`src/rtl/dsp_pkg.sv`:
```
package dsp_pkg;

  typedef enum logic [1:0] {
    DS_IDLE = 2'd0,
    DS_RUN  = 2'd1,
    DS_GAP  = 2'd2
  } dsp_state_e;

endpackage

```
`src/rtl/dsp_cfg_bank.sv`:
```
module dsp_cfg_bank #(
  parameter int NPORTS     = 4,
  parameter int CFG_W      = 16,
  parameter int GAP_W      = 8,
  parameter int ADDR_W     = 3,
  parameter int DEF_TARGET = 1024,
  parameter int DEF_GAP    = 4
) (
  input  logic                           clk,
  input  logic                           rst,
  input  logic                           en,
  input  logic                           cfg_we,
  input  logic [ADDR_W-1:0]              cfg_addr,
  input  logic [CFG_W-1:0]               cfg_wdata,
  output logic [NPORTS-1:0][CFG_W-1:0]   tgt_q,
  output logic [GAP_W-1:0]               gap_q
);

  logic wr_ok;
  assign wr_ok = cfg_we && !en;

  generate
    for (genvar p = 0; p < NPORTS; p++) begin : g_tgt
      logic [CFG_W-1:0] lane_q;
      always_ff @(posedge clk) begin
        if (rst)
          lane_q <= CFG_W'(DEF_TARGET);
        else if (wr_ok && cfg_addr == ADDR_W'(p))
          lane_q <= cfg_wdata;
      end
      assign tgt_q[p] = lane_q;
    end
  endgenerate

  always_ff @(posedge clk) begin
    if (rst)
      gap_q <= GAP_W'(DEF_GAP);
    else if (wr_ok && cfg_addr == ADDR_W'(NPORTS))
      gap_q <= cfg_wdata[GAP_W-1:0];
  end

  AST_CFG_LOCKED: assert property (@(posedge clk) disable iff (rst)
    (cfg_we && en) |=> ($stable(tgt_q) && $stable(gap_q)));

endmodule

```
`src/rtl/dsp_carry_bank.sv`:
```
module dsp_carry_bank #(
  parameter int NPORTS = 4,
  parameter int BAL_W  = 18,
  parameter int PTR_W  = 2
) (
  input  logic                    clk,
  input  logic                    rst,
  input  logic                    clr,
  input  logic                    wr,
  input  logic [PTR_W-1:0]        wr_idx,
  input  logic signed [BAL_W-1:0] wr_val,
  input  logic [PTR_W-1:0]        rd_idx,
  output logic signed [BAL_W-1:0] rd_val
);

  logic [NPORTS-1:0][BAL_W-1:0] carry_flat;

  generate
    for (genvar p = 0; p < NPORTS; p++) begin : g_lane
      logic [BAL_W-1:0] lane_q;
      always_ff @(posedge clk) begin
        if (rst || clr)
          lane_q <= '0;
        else if (wr && wr_idx == PTR_W'(p))
          lane_q <= wr_val;
      end
      assign carry_flat[p] = lane_q;
    end
  endgenerate

  assign rd_val = $signed(carry_flat[rd_idx]);

  AST_CARRY_CLEARED: assert property (@(posedge clk) disable iff (rst)
    clr |=> (rd_val == '0));

endmodule

```
`src/rtl/dsp_gap_timer.sv`:
```
module dsp_gap_timer #(
  parameter int GAP_W = 8
) (
  input  logic             clk,
  input  logic             rst,
  input  logic             clr,
  input  logic             start,
  input  logic [GAP_W-1:0] load_val,
  output logic             busy,
  output logic             last
);

  logic [GAP_W-1:0] cnt_q;

  always_ff @(posedge clk) begin
    if (rst || clr)
      cnt_q <= '0;
    else if (start)
      cnt_q <= load_val;
    else if (cnt_q != '0)
      cnt_q <= cnt_q - 1'b1;
  end

  assign busy = (cnt_q != '0);
  assign last = (cnt_q == GAP_W'(1));

  AST_NO_WRAP_IN_GAP: assert property (@(posedge clk) disable iff (rst)
    busy |-> !start);

endmodule

```
`src/rtl/batch_dispatch.sv`:
```
module batch_dispatch #(
  parameter int NPORTS     = 4,
  parameter int LEN_W      = 11,
  parameter int CFG_W      = 16,
  parameter int GAP_W      = 8,
  parameter int DEF_TARGET = 1024,
  parameter int DEF_GAP    = 4,
  localparam int PTR_W     = (NPORTS > 1) ? $clog2(NPORTS) : 1,
  localparam int ADDR_W    = $clog2(NPORTS + 1)
) (
  input  logic              clk,
  input  logic              rst,
  input  logic              en,
  input  logic              cfg_we,
  input  logic [ADDR_W-1:0] cfg_addr,
  input  logic [CFG_W-1:0]  cfg_wdata,
  input  logic              pkt_valid,
  input  logic [LEN_W-1:0]  pkt_len,
  output logic              pkt_ready,
  output logic              disp_valid,
  output logic [PTR_W-1:0]  disp_port,
  output logic [LEN_W-1:0]  disp_len
);
  import dsp_pkg::*;

  localparam int BAL_W    = CFG_W + 2;
  localparam int LAST     = NPORTS - 1;
  localparam int HALF_MAX = 2 ** (LEN_W - 1);

  dsp_state_e                    state_q;
  logic [PTR_W-1:0]              ptr_q;
  logic signed [BAL_W-1:0]       bal_q;

  logic [NPORTS-1:0][CFG_W-1:0]  tgt_q;
  logic [GAP_W-1:0]              gap_q;
  logic signed [BAL_W-1:0]       carry_rd;
  logic                          gap_busy;
  logic                          gap_last;

  logic                          run;
  logic                          take;
  logic                          accept;
  logic                          skip;
  logic                          wrap;
  logic                          tmr_start;
  logic [PTR_W-1:0]              nxt_ptr;
  logic signed [BAL_W:0]         bal_x2;
  logic signed [BAL_W:0]         len_w;
  logic signed [BAL_W-1:0]       len_s;
  logic signed [BAL_W-1:0]       load_nxt;
  logic signed [BAL_W-1:0]       load_first;

  dsp_cfg_bank #(
    .NPORTS(NPORTS), .CFG_W(CFG_W), .GAP_W(GAP_W), .ADDR_W(ADDR_W),
    .DEF_TARGET(DEF_TARGET), .DEF_GAP(DEF_GAP)
  ) u_cfg (
    .clk(clk), .rst(rst), .en(en), .cfg_we(cfg_we), .cfg_addr(cfg_addr),
    .cfg_wdata(cfg_wdata), .tgt_q(tgt_q), .gap_q(gap_q)
  );

  dsp_carry_bank #(
    .NPORTS(NPORTS), .BAL_W(BAL_W), .PTR_W(PTR_W)
  ) u_carry (
    .clk(clk), .rst(rst), .clr(!en), .wr(skip), .wr_idx(ptr_q),
    .wr_val(bal_q), .rd_idx(nxt_ptr), .rd_val(carry_rd)
  );

  dsp_gap_timer #(
    .GAP_W(GAP_W)
  ) u_gap (
    .clk(clk), .rst(rst), .clr(!en), .start(tmr_start), .load_val(gap_q),
    .busy(gap_busy), .last(gap_last)
  );

  // half-length test without division: 2*balance >= length
  assign len_s  = $signed({{(BAL_W-LEN_W){1'b0}}, pkt_len});
  assign len_w  = $signed({{(BAL_W+1-LEN_W){1'b0}}, pkt_len});
  assign bal_x2 = $signed({bal_q, 1'b0});
  assign take   = (bal_x2 >= len_w);

  assign run       = en && (state_q == DS_RUN);
  assign pkt_ready = run && take;
  assign accept    = pkt_valid && pkt_ready;
  assign skip      = run && pkt_valid && !take;
  assign nxt_ptr   = (ptr_q == PTR_W'(LAST)) ? '0 : ptr_q + 1'b1;
  assign wrap      = skip && (ptr_q == PTR_W'(LAST));
  assign tmr_start = wrap && (gap_q != '0);

  assign load_nxt   = $signed({2'b00, tgt_q[nxt_ptr]}) + carry_rd;
  assign load_first = $signed({2'b00, tgt_q[0]});

  always_ff @(posedge clk) begin
    if (rst) begin
      state_q <= DS_IDLE;
      ptr_q   <= '0;
      bal_q   <= '0;
    end else if (!en) begin
      state_q <= DS_IDLE;
      ptr_q   <= '0;
    end else begin
      case (state_q)
        DS_IDLE: begin
          state_q <= DS_RUN;
          ptr_q   <= '0;
          bal_q   <= load_first;
        end
        DS_RUN: begin
          if (accept) begin
            bal_q <= bal_q - len_s;
          end else if (skip) begin
            ptr_q <= nxt_ptr;
            bal_q <= load_nxt;
            if (tmr_start)
              state_q <= DS_GAP;
          end
        end
        DS_GAP: begin
          if (gap_last || !gap_busy)
            state_q <= DS_RUN;
        end
        default: state_q <= DS_IDLE;
      endcase
    end
  end

  always_ff @(posedge clk) begin
    if (rst) begin
      disp_valid <= 1'b0;
      disp_port  <= '0;
      disp_len   <= '0;
    end else begin
      disp_valid <= accept;
      if (accept) begin
        disp_port <= ptr_q;
        disp_len  <= pkt_len;
      end
    end
  end

  AST_ACCEPT_DISPATCH: assert property (@(posedge clk) disable iff (rst)
    (pkt_valid && pkt_ready) |=> (disp_valid && disp_len == $past(pkt_len)
                                   && disp_port == $past(ptr_q)));
  AST_NO_SPURIOUS: assert property (@(posedge clk) disable iff (rst)
    !(pkt_valid && pkt_ready) |=> !disp_valid);
  AST_PTR_ORDER: assert property (@(posedge clk) disable iff (rst)
    (ptr_q != $past(ptr_q)) |-> (ptr_q == '0 ||
                                 int'(ptr_q) == int'($past(ptr_q)) + 1));
  AST_READY_LOW_IN_GAP: assert property (@(posedge clk) disable iff (rst)
    gap_busy |-> !pkt_ready);
  AST_BAL_FLOOR: assert property (@(posedge clk) disable iff (rst)
    (state_q == DS_RUN) |-> (bal_q >= -HALF_MAX));
  AST_CARRY_BOUND: assert property (@(posedge clk) disable iff (rst)
    skip |-> (bal_q < HALF_MAX && bal_q >= -HALF_MAX));
  AST_IDLE_QUIET: assert property (@(posedge clk) disable iff (rst)
    !en |=> (!pkt_ready && !disp_valid));
  AST_HOLD_NO_VALID: assert property (@(posedge clk) disable iff (rst)
    (en && state_q == DS_RUN && !pkt_valid) |=> ($stable(ptr_q) && $stable(bal_q)));
  AST_RESTART_PTR: assert property (@(posedge clk) disable iff (rst)
    !en |=> (ptr_q == '0));

endmodule

```
`config.mk`:
```
export PLATFORM = sky130hd
export DESIGN_NAME = batch_dispatch
export DESIGN_NICKNAME = d
export VERILOG_FILES = /design/src/rtl/dsp_pkg.sv /design/src/rtl/dsp_cfg_bank.sv /design/src/rtl/dsp_carry_bank.sv /design/src/rtl/dsp_gap_timer.sv /design/src/rtl/batch_dispatch.sv
export SDC_FILE = /design/constraint.sdc
export NUM_CORES = 1
export LEC_CHECK = 0
export ABC_CLOCK_PERIOD_IN_PS = 13600
export BUFFER_PORTS_ARGS = -buffer_cell sky130_fd_sc_hd__buf_2
export CAP_MARGIN = 15
export CORE_MARGIN = 2
export CORE_UTILIZATION = 40
export CTS_CLUSTER_DIAMETER = 120
export DETAILED_ROUTE_END_ITERATION = 16
export PLACE_DENSITY = 0.55
export SYNTH_ARGS = -nofsm -noshare
export SYNTH_HDL_FRONTEND = slang
export SYNTH_SLANG_ARGS = --single-unit
```
`constraint.sdc`:
```
create_clock -name clk -period 13.6 [get_ports clk]
set_input_delay 1.36 -clock clk [delete_from_list [all_inputs] [get_ports clk]]
set_output_delay 1.36 -clock clk [all_outputs]
set_load 0.02 [all_outputs]
```
; Yosys cells after proc, flatten, opt, wreduce, memory -nomap -nowiden
; Index checks and enable logic that the tools add are counted.
[totals]
regBits = 188
out_inout_bits = 15
wordCells = 88
[classes]
add_sub_neg = 4
order_cmp = 2
eq_ne = 15
mux = 18
bitwise = 1
reduce_logical = 32
[op_table]
columns = operator, count
row1 = 18-bit 2-to-1 mux, 3
row2 = 18-bit binary-select mux with 2-bit select, 1
row3 = 18-bit one-hot mux with 2 select lines, 1
row4 = 16-bit binary-select mux with 2-bit select, 1
row5 = 19-bit by 12-bit greater-or-equal comparator with 1-bit output, 1
row6 = 17-bit by 18-bit adder with 18-bit output, 1
row7 = 18-bit by 12-bit subtractor with 18-bit output, 1
row8 = 1-bit logical AND, 16
row9 = 16-bit 2-to-1 mux, 1
row10 = 8-bit 2-to-1 mux, 2
row11 = 8-bit nonzero test, 2
row12 = 2-bit 2-to-1 mux, 7
row13 = "8-bit by 1-bit == test with 1-bit output, second input constant", 1
row14 = "8-bit by 1-bit subtractor with 8-bit output, second input constant", 1
row15 = "2-bit == test, second input constant", 3
row16 = "3-bit by 2-bit == test with 1-bit output, second input constant", 2
row17 = "2-bit != test, second input constant", 3
row18 = 2-bit one-hot mux with 3 select lines, 1
row19 = 3-bit AND reduction, 2
row20 = "2-bit by 1-bit == test with 1-bit output, second input constant", 2
row21 = 2-bit logical NOT, 2
row22 = 2-bit one-hot mux with 2 select lines, 1
row23 = 4-bit AND reduction, 1
row24 = 2-bit nonzero test, 2
row25 = other kinds (11), 14

; Depth between registers and ports, before layout
[logic_depth]
depth_word = 10
depth_mapped = 16

; Modules after synthesis
; Synthesis repeated with hierarchy kept, for this count alone.
[unflattened]
hier_cells = 1052
hier_area_um2 = 10687.8
[modules_own_cells]
columns = module, n_inst, cells_each, area_each_um2, seq_area_each_um2
row1 = dsp_carry_bank, 1, 290, 3674.8, 1441.4
row2 = batch_dispatch, 1, 441, 3621.0, 720.7
row3 = dsp_cfg_bank, 1, 259, 2869.0, 1441.4
row4 = dsp_gap_timer, 1, 62, 523.0, 160.2

; Worst setup path after synthesis
; OpenSTA, ideal clock, no wires.
[synth_path]
path_type = register -> register
start = register ptr_q[0]
end = register bal_q[14]
setup_ns = 0.117
arrival_time_ns = 4.170
required_time_ns = 13.483
slack_ns = 9.313
stages_incl_launch_ff = 16
path_buffers = 3
synth_period_minus_slack_ns = 4.287
path_cell_list = dfxtp_1 -> inv_1 -> ha_1 -> clkbuf_1 -> buf_1 -> clkbuf_1 -> mux4_2 -> ha_1 -> a21o_1 -> or3_1 -> o221ai_1 -> a21oi_1 -> o21ai_1 -> nor4b_1 -> o211ai_1 -> a22o_1
[synth_between]
elab_chain_len = 8
[synth_rtl]
columns = item, line_no
row1 = start: declaration, batch_dispatch.sv:31  ; logic [PTR_W-1:0] ptr_q;
row2 = start signal: assignment, batch_dispatch.sv:111  ; ptr_q <= nxt_ptr;
row3 = 2-bit by 1-bit adder with 2-bit output or 2-bit == test (tied branches), batch_dispatch.sv:85  ; assign nxt_ptr = (ptr_q == PTR_W'(LAST)) ? '0 : ptr_q + 1'b1;
row4 = 2-bit 2-to-1 mux *, batch_dispatch.sv:85
row5 = 16-bit binary-select mux with 2-bit select or 18-bit binary-select mux with 2-bit select (tied branches), "batch_dispatch.sv:89, dsp_carry_bank.sv:31"
row6 = 16-bit 2-to-1 mux (not written as such) or 18-bit 2-to-1 mux (tied branches), "batch_dispatch.sv:89, dsp_carry_bank.sv:31"
row7 = 17-bit by 18-bit adder with 18-bit output *, batch_dispatch.sv:89  ; assign load_nxt = $signed({2'b00, tgt_q[nxt_ptr]}) + carry_rd;
row8 = 18-bit 2-to-1 mux *, batch_dispatch.sv:110  ; end else if (skip) begin
row9 = 18-bit 2-to-1 mux *, batch_dispatch.sv:108  ; if (accept) begin
row10 = 18-bit one-hot mux with 2 select lines *, batch_dispatch.sv:101  ; case (state_q)
row11 = end signal: assignment, batch_dispatch.sv:105  ; bal_q <= load_first;
row12 = end signal: assignment, batch_dispatch.sv:109  ; bal_q <= bal_q - len_s;
row13 = end signal: assignment, batch_dispatch.sv:112  ; bal_q <= load_nxt;
row14 = end: declaration, batch_dispatch.sv:32  ; logic signed [BAL_W-1:0] bal_q;
; Every way passes the cells marked *; elsewhere a longest branch is shown, timed or not. The select of a mux whose other input is x is not followed.
; A chain may end at the register's enable or synchronous reset.

; Worst setup path after layout
[layout_path]
start = input pkt_len[2]
end = output pkt_ready
[layout_between]
elab_chain_len = 2
[layout_rtl]
columns = item, line_no
row1 = start: declaration, batch_dispatch.sv:18  ; input logic [LEN_W-1:0] pkt_len,
row2 = 19-bit by 12-bit greater-or-equal comparator with 1-bit output, batch_dispatch.sv:79  ; assign take = (bal_x2 >= len_w);
row3 = 1-bit logical AND, batch_dispatch.sv:82  ; assign pkt_ready = run && take;
row4 = end: declaration, batch_dispatch.sv:19  ; output logic pkt_ready,
; No other way between the ends.

==> results.ini <==
[detailed_routing]
wl_mm = 27.7
avgRoutedWirePerCell_um = 18.3
drt_iter0_markers = 617
num_vias = 8245
drtPass1Iterations = 6
vias_per_cell = 5.47
ant_nets = 0
drc = 0

[sta]
tns_ns = 0
post-route-min-period_ns = 4.99
worst_pin_slew_ns = 1.06
finalMaxSlewViolations = 0
finalSetupViolCount = 0
fmax_mhz = 200
rsz0062_at_grt = false
max_slew_margin = 0.293
hold_viol = 0
fin_crit_sh = 0.367
finalClockSkew_ns = 0.0113

[setup_path]
rrSetupSlack_ns = 8.92
slowest_delay_ns = 0.71
worst-setup-path-type = in2out
cp_max_fo = 6
cp-start-kind = input port
end_kind = output port
slowest_stage = o41ai_2
crit_arrival_ns = 3.63
cp.required_ns = 12.24
crit_chain = buf_2, inv_1, ha_1, o211ai_1, a21oi_1, o41ai_2, a21oi_1, and3_1, buf_2

[grt]
antenna_found_initial = 0
grt-ovfl-total = 0
grt_max_degree = 77
grt_pass1_vias = 7806
track_usage = 0.221
grt_pass1_wl_mm = 44.1

[floorplan]
die-area_sq_mm = 0.0253
start_util = 0.409
num_io_pins = 50
die_w_um = 159
coreArea_sq_mm = 0.0235
rows = 56
die_y_um = 159

[synth]
yosys_warnings = 0
seq_area_frac_synth = 0.391
synth.area.top_cells = dfxtp_1 (39%), nand2_1 (13%), a21oi_1 (9.5%), mux4_2 (8.0%), ha_1 (5.7%)
yosysMostFrequentCell = nand2_1
synth_ff_type = dfxtp_1
yosys-top-cells-count = nand2_1 (343), dfxtp_1 (188), a21oi_1 (183)
synth_top_area_cell = dfxtp_1
syn_nets = 1252
synth_top_area_frac = 0.391
synth-seq-cells = 188
async_flop_share = 0
synth_edf_count = 0
synth_area_sq_mm = 0.00963
netlist_instances = 1171
post_synth.cell_area_avg_sq_um = 8.22
synth_cell_types = 74

[clock_network]
clock-sinks = 188
cts_resized = 0
numCtsBuffers = 17
htreeDepth = 4
cts_setup_buffers = 0
clk_path_buf_depth = 2
clkTransAtPathRegs_ns = 0.07
clock_latency_ns = 0.44
cts_tree = built
root_buffer = clkbuf_16
hold_buffers = 0

[run]
maxCapViolCount = 0

[layout]
drive_gt1_frac = 0.125
utilization = 0.452
syn_to_final_growth_pct = 10.6
nets = 1256
n_antenna_cell = 0

[run_status]
status = finished clean

[worst_hold_path]
hold_class = reg2reg

[placement]
io_buffers = 49
globalplace.congestion = 0.830
dp.final_hpwl_mm = 18.7

[pwr]
leakage_nw = 3.89
power_per_cell_area_mw_per_mm2 = 121
max-vdd-ir-drop_uv = 103

[path summary, 6_finish.rpt]
path                                                           startpoint                                   endpoint  cells after the start
worst max-delay path                                           pkt_len[2]                                  pkt_ready                      9
worst min-delay path            u_carry.g_lane[3].lane_q[17]$_SDFFE_PP0P_  u_carry.g_lane[3].lane_q[17]$_SDFFE_PP0P_                      2
worst max register to register                      ptr_q[0]$_SDFFE_PP0P_                     bal_q[14]$_SDFFE_PP0P_                     13
worst min register to register  u_carry.g_lane[3].lane_q[17]$_SDFFE_PP0P_  u_carry.g_lane[3].lane_q[17]$_SDFFE_PP0P_                      2
[critical path, delay by kind of cell]
kind	cells	cell delay (ns)
simple gates	1	0.33
fa+ha+maj	1	0.28
buf+inv	3	0.32
compound gates	4	1.34
[cell type report]
cell class	count	area, sq um
Fill cell	2395	12900
Timing Repair Buffer	59	323
Inverter	25	93.8
Tap cell	319	399
Clock buffer	17	425
Sequential cell	188	3760
Clock inverter	15	173
Multi-Input combinational cell	884	5470
[layout by cell type (no fill, tap or decap), types with 17 or more instances in the layout]
cell       count
ha_1          43
dfxtp_1      188
buf_2         48
nand2_1      343
nor3_1        19
o211ai_1      17
a21oi_1      183
mux4_2        34
clkbuf_16     17
inv_1         25
nor2_1        46
[sequential cells by signal, indices dropped and copies added, names as in the netlist]
signal	cells
disp_valid	1
u_carry.g_lane.lane_q	72
u_cfg.g_tgt.lane_q	64
u_gap.cnt_q	8
u_cfg.gap_q	8
disp_port	2
ptr_q	2
state_q	2
disp_len	11
bal_q	18
[metrics by stage]
| step | total power, mW | std cells | area (sq um) | setup WS [ns] | hold slack (ns) |
|---|---|---|---|---|---|
| 2_1_floorplan | 0.733 | 1171 | 9630 | 9.31 | 0.432 |
| 3_3_place_gp | 0.786 | 1475 | 10000 | 8.72 | 0.439 |
| 3_5_place_dp | 0.785 | 1475 | 10000 | 8.68 | 0.443 |
| 4_1_cts | 1.30 | 1507 | 10600 | 8.66 | 0.454 |
| 5_1_grt | 1.34 | 1507 | 10600 | 8.46 | 0.468 |
| 6_report | 1.29 | 1507 | 10600 | 8.61 | 0.452 |
[metal layers]
layer	vias to the layer above	track usage	wire (um)
li1	4070	-	-
met1	3961	0.303	12800
met2	187	0.363	13300
met3	27	0.0318	1140
met4	0	0.0632	490
met5	-	0	0
[logic make-up after synthesis]
| family | share of synthesized area |
|---|---|
| adders and majority gates | 0.0613 |
| buffers and inverters | 0.0440 |
| DFF | 0.391 |
| xor gates and xnor gates | 0.0226 |
| muxes | 0.0878 |
| and+or+nand+nor | 0.220 |
| AOI/OAI and AO/OA | 0.173 |
[where the power goes]
part / total [mW] / leakage (nW) / switching, mW / internal (mW)
clock: 0.515 / 0.289 / 0.251 / 0.264
combinational: 0.188 / 2.08 / 0.116 / 0.0721
sequential: 0.585 / 1.52 / 0.0193 / 0.566
No activity file was read; power rests on OpenSTA's default activity.
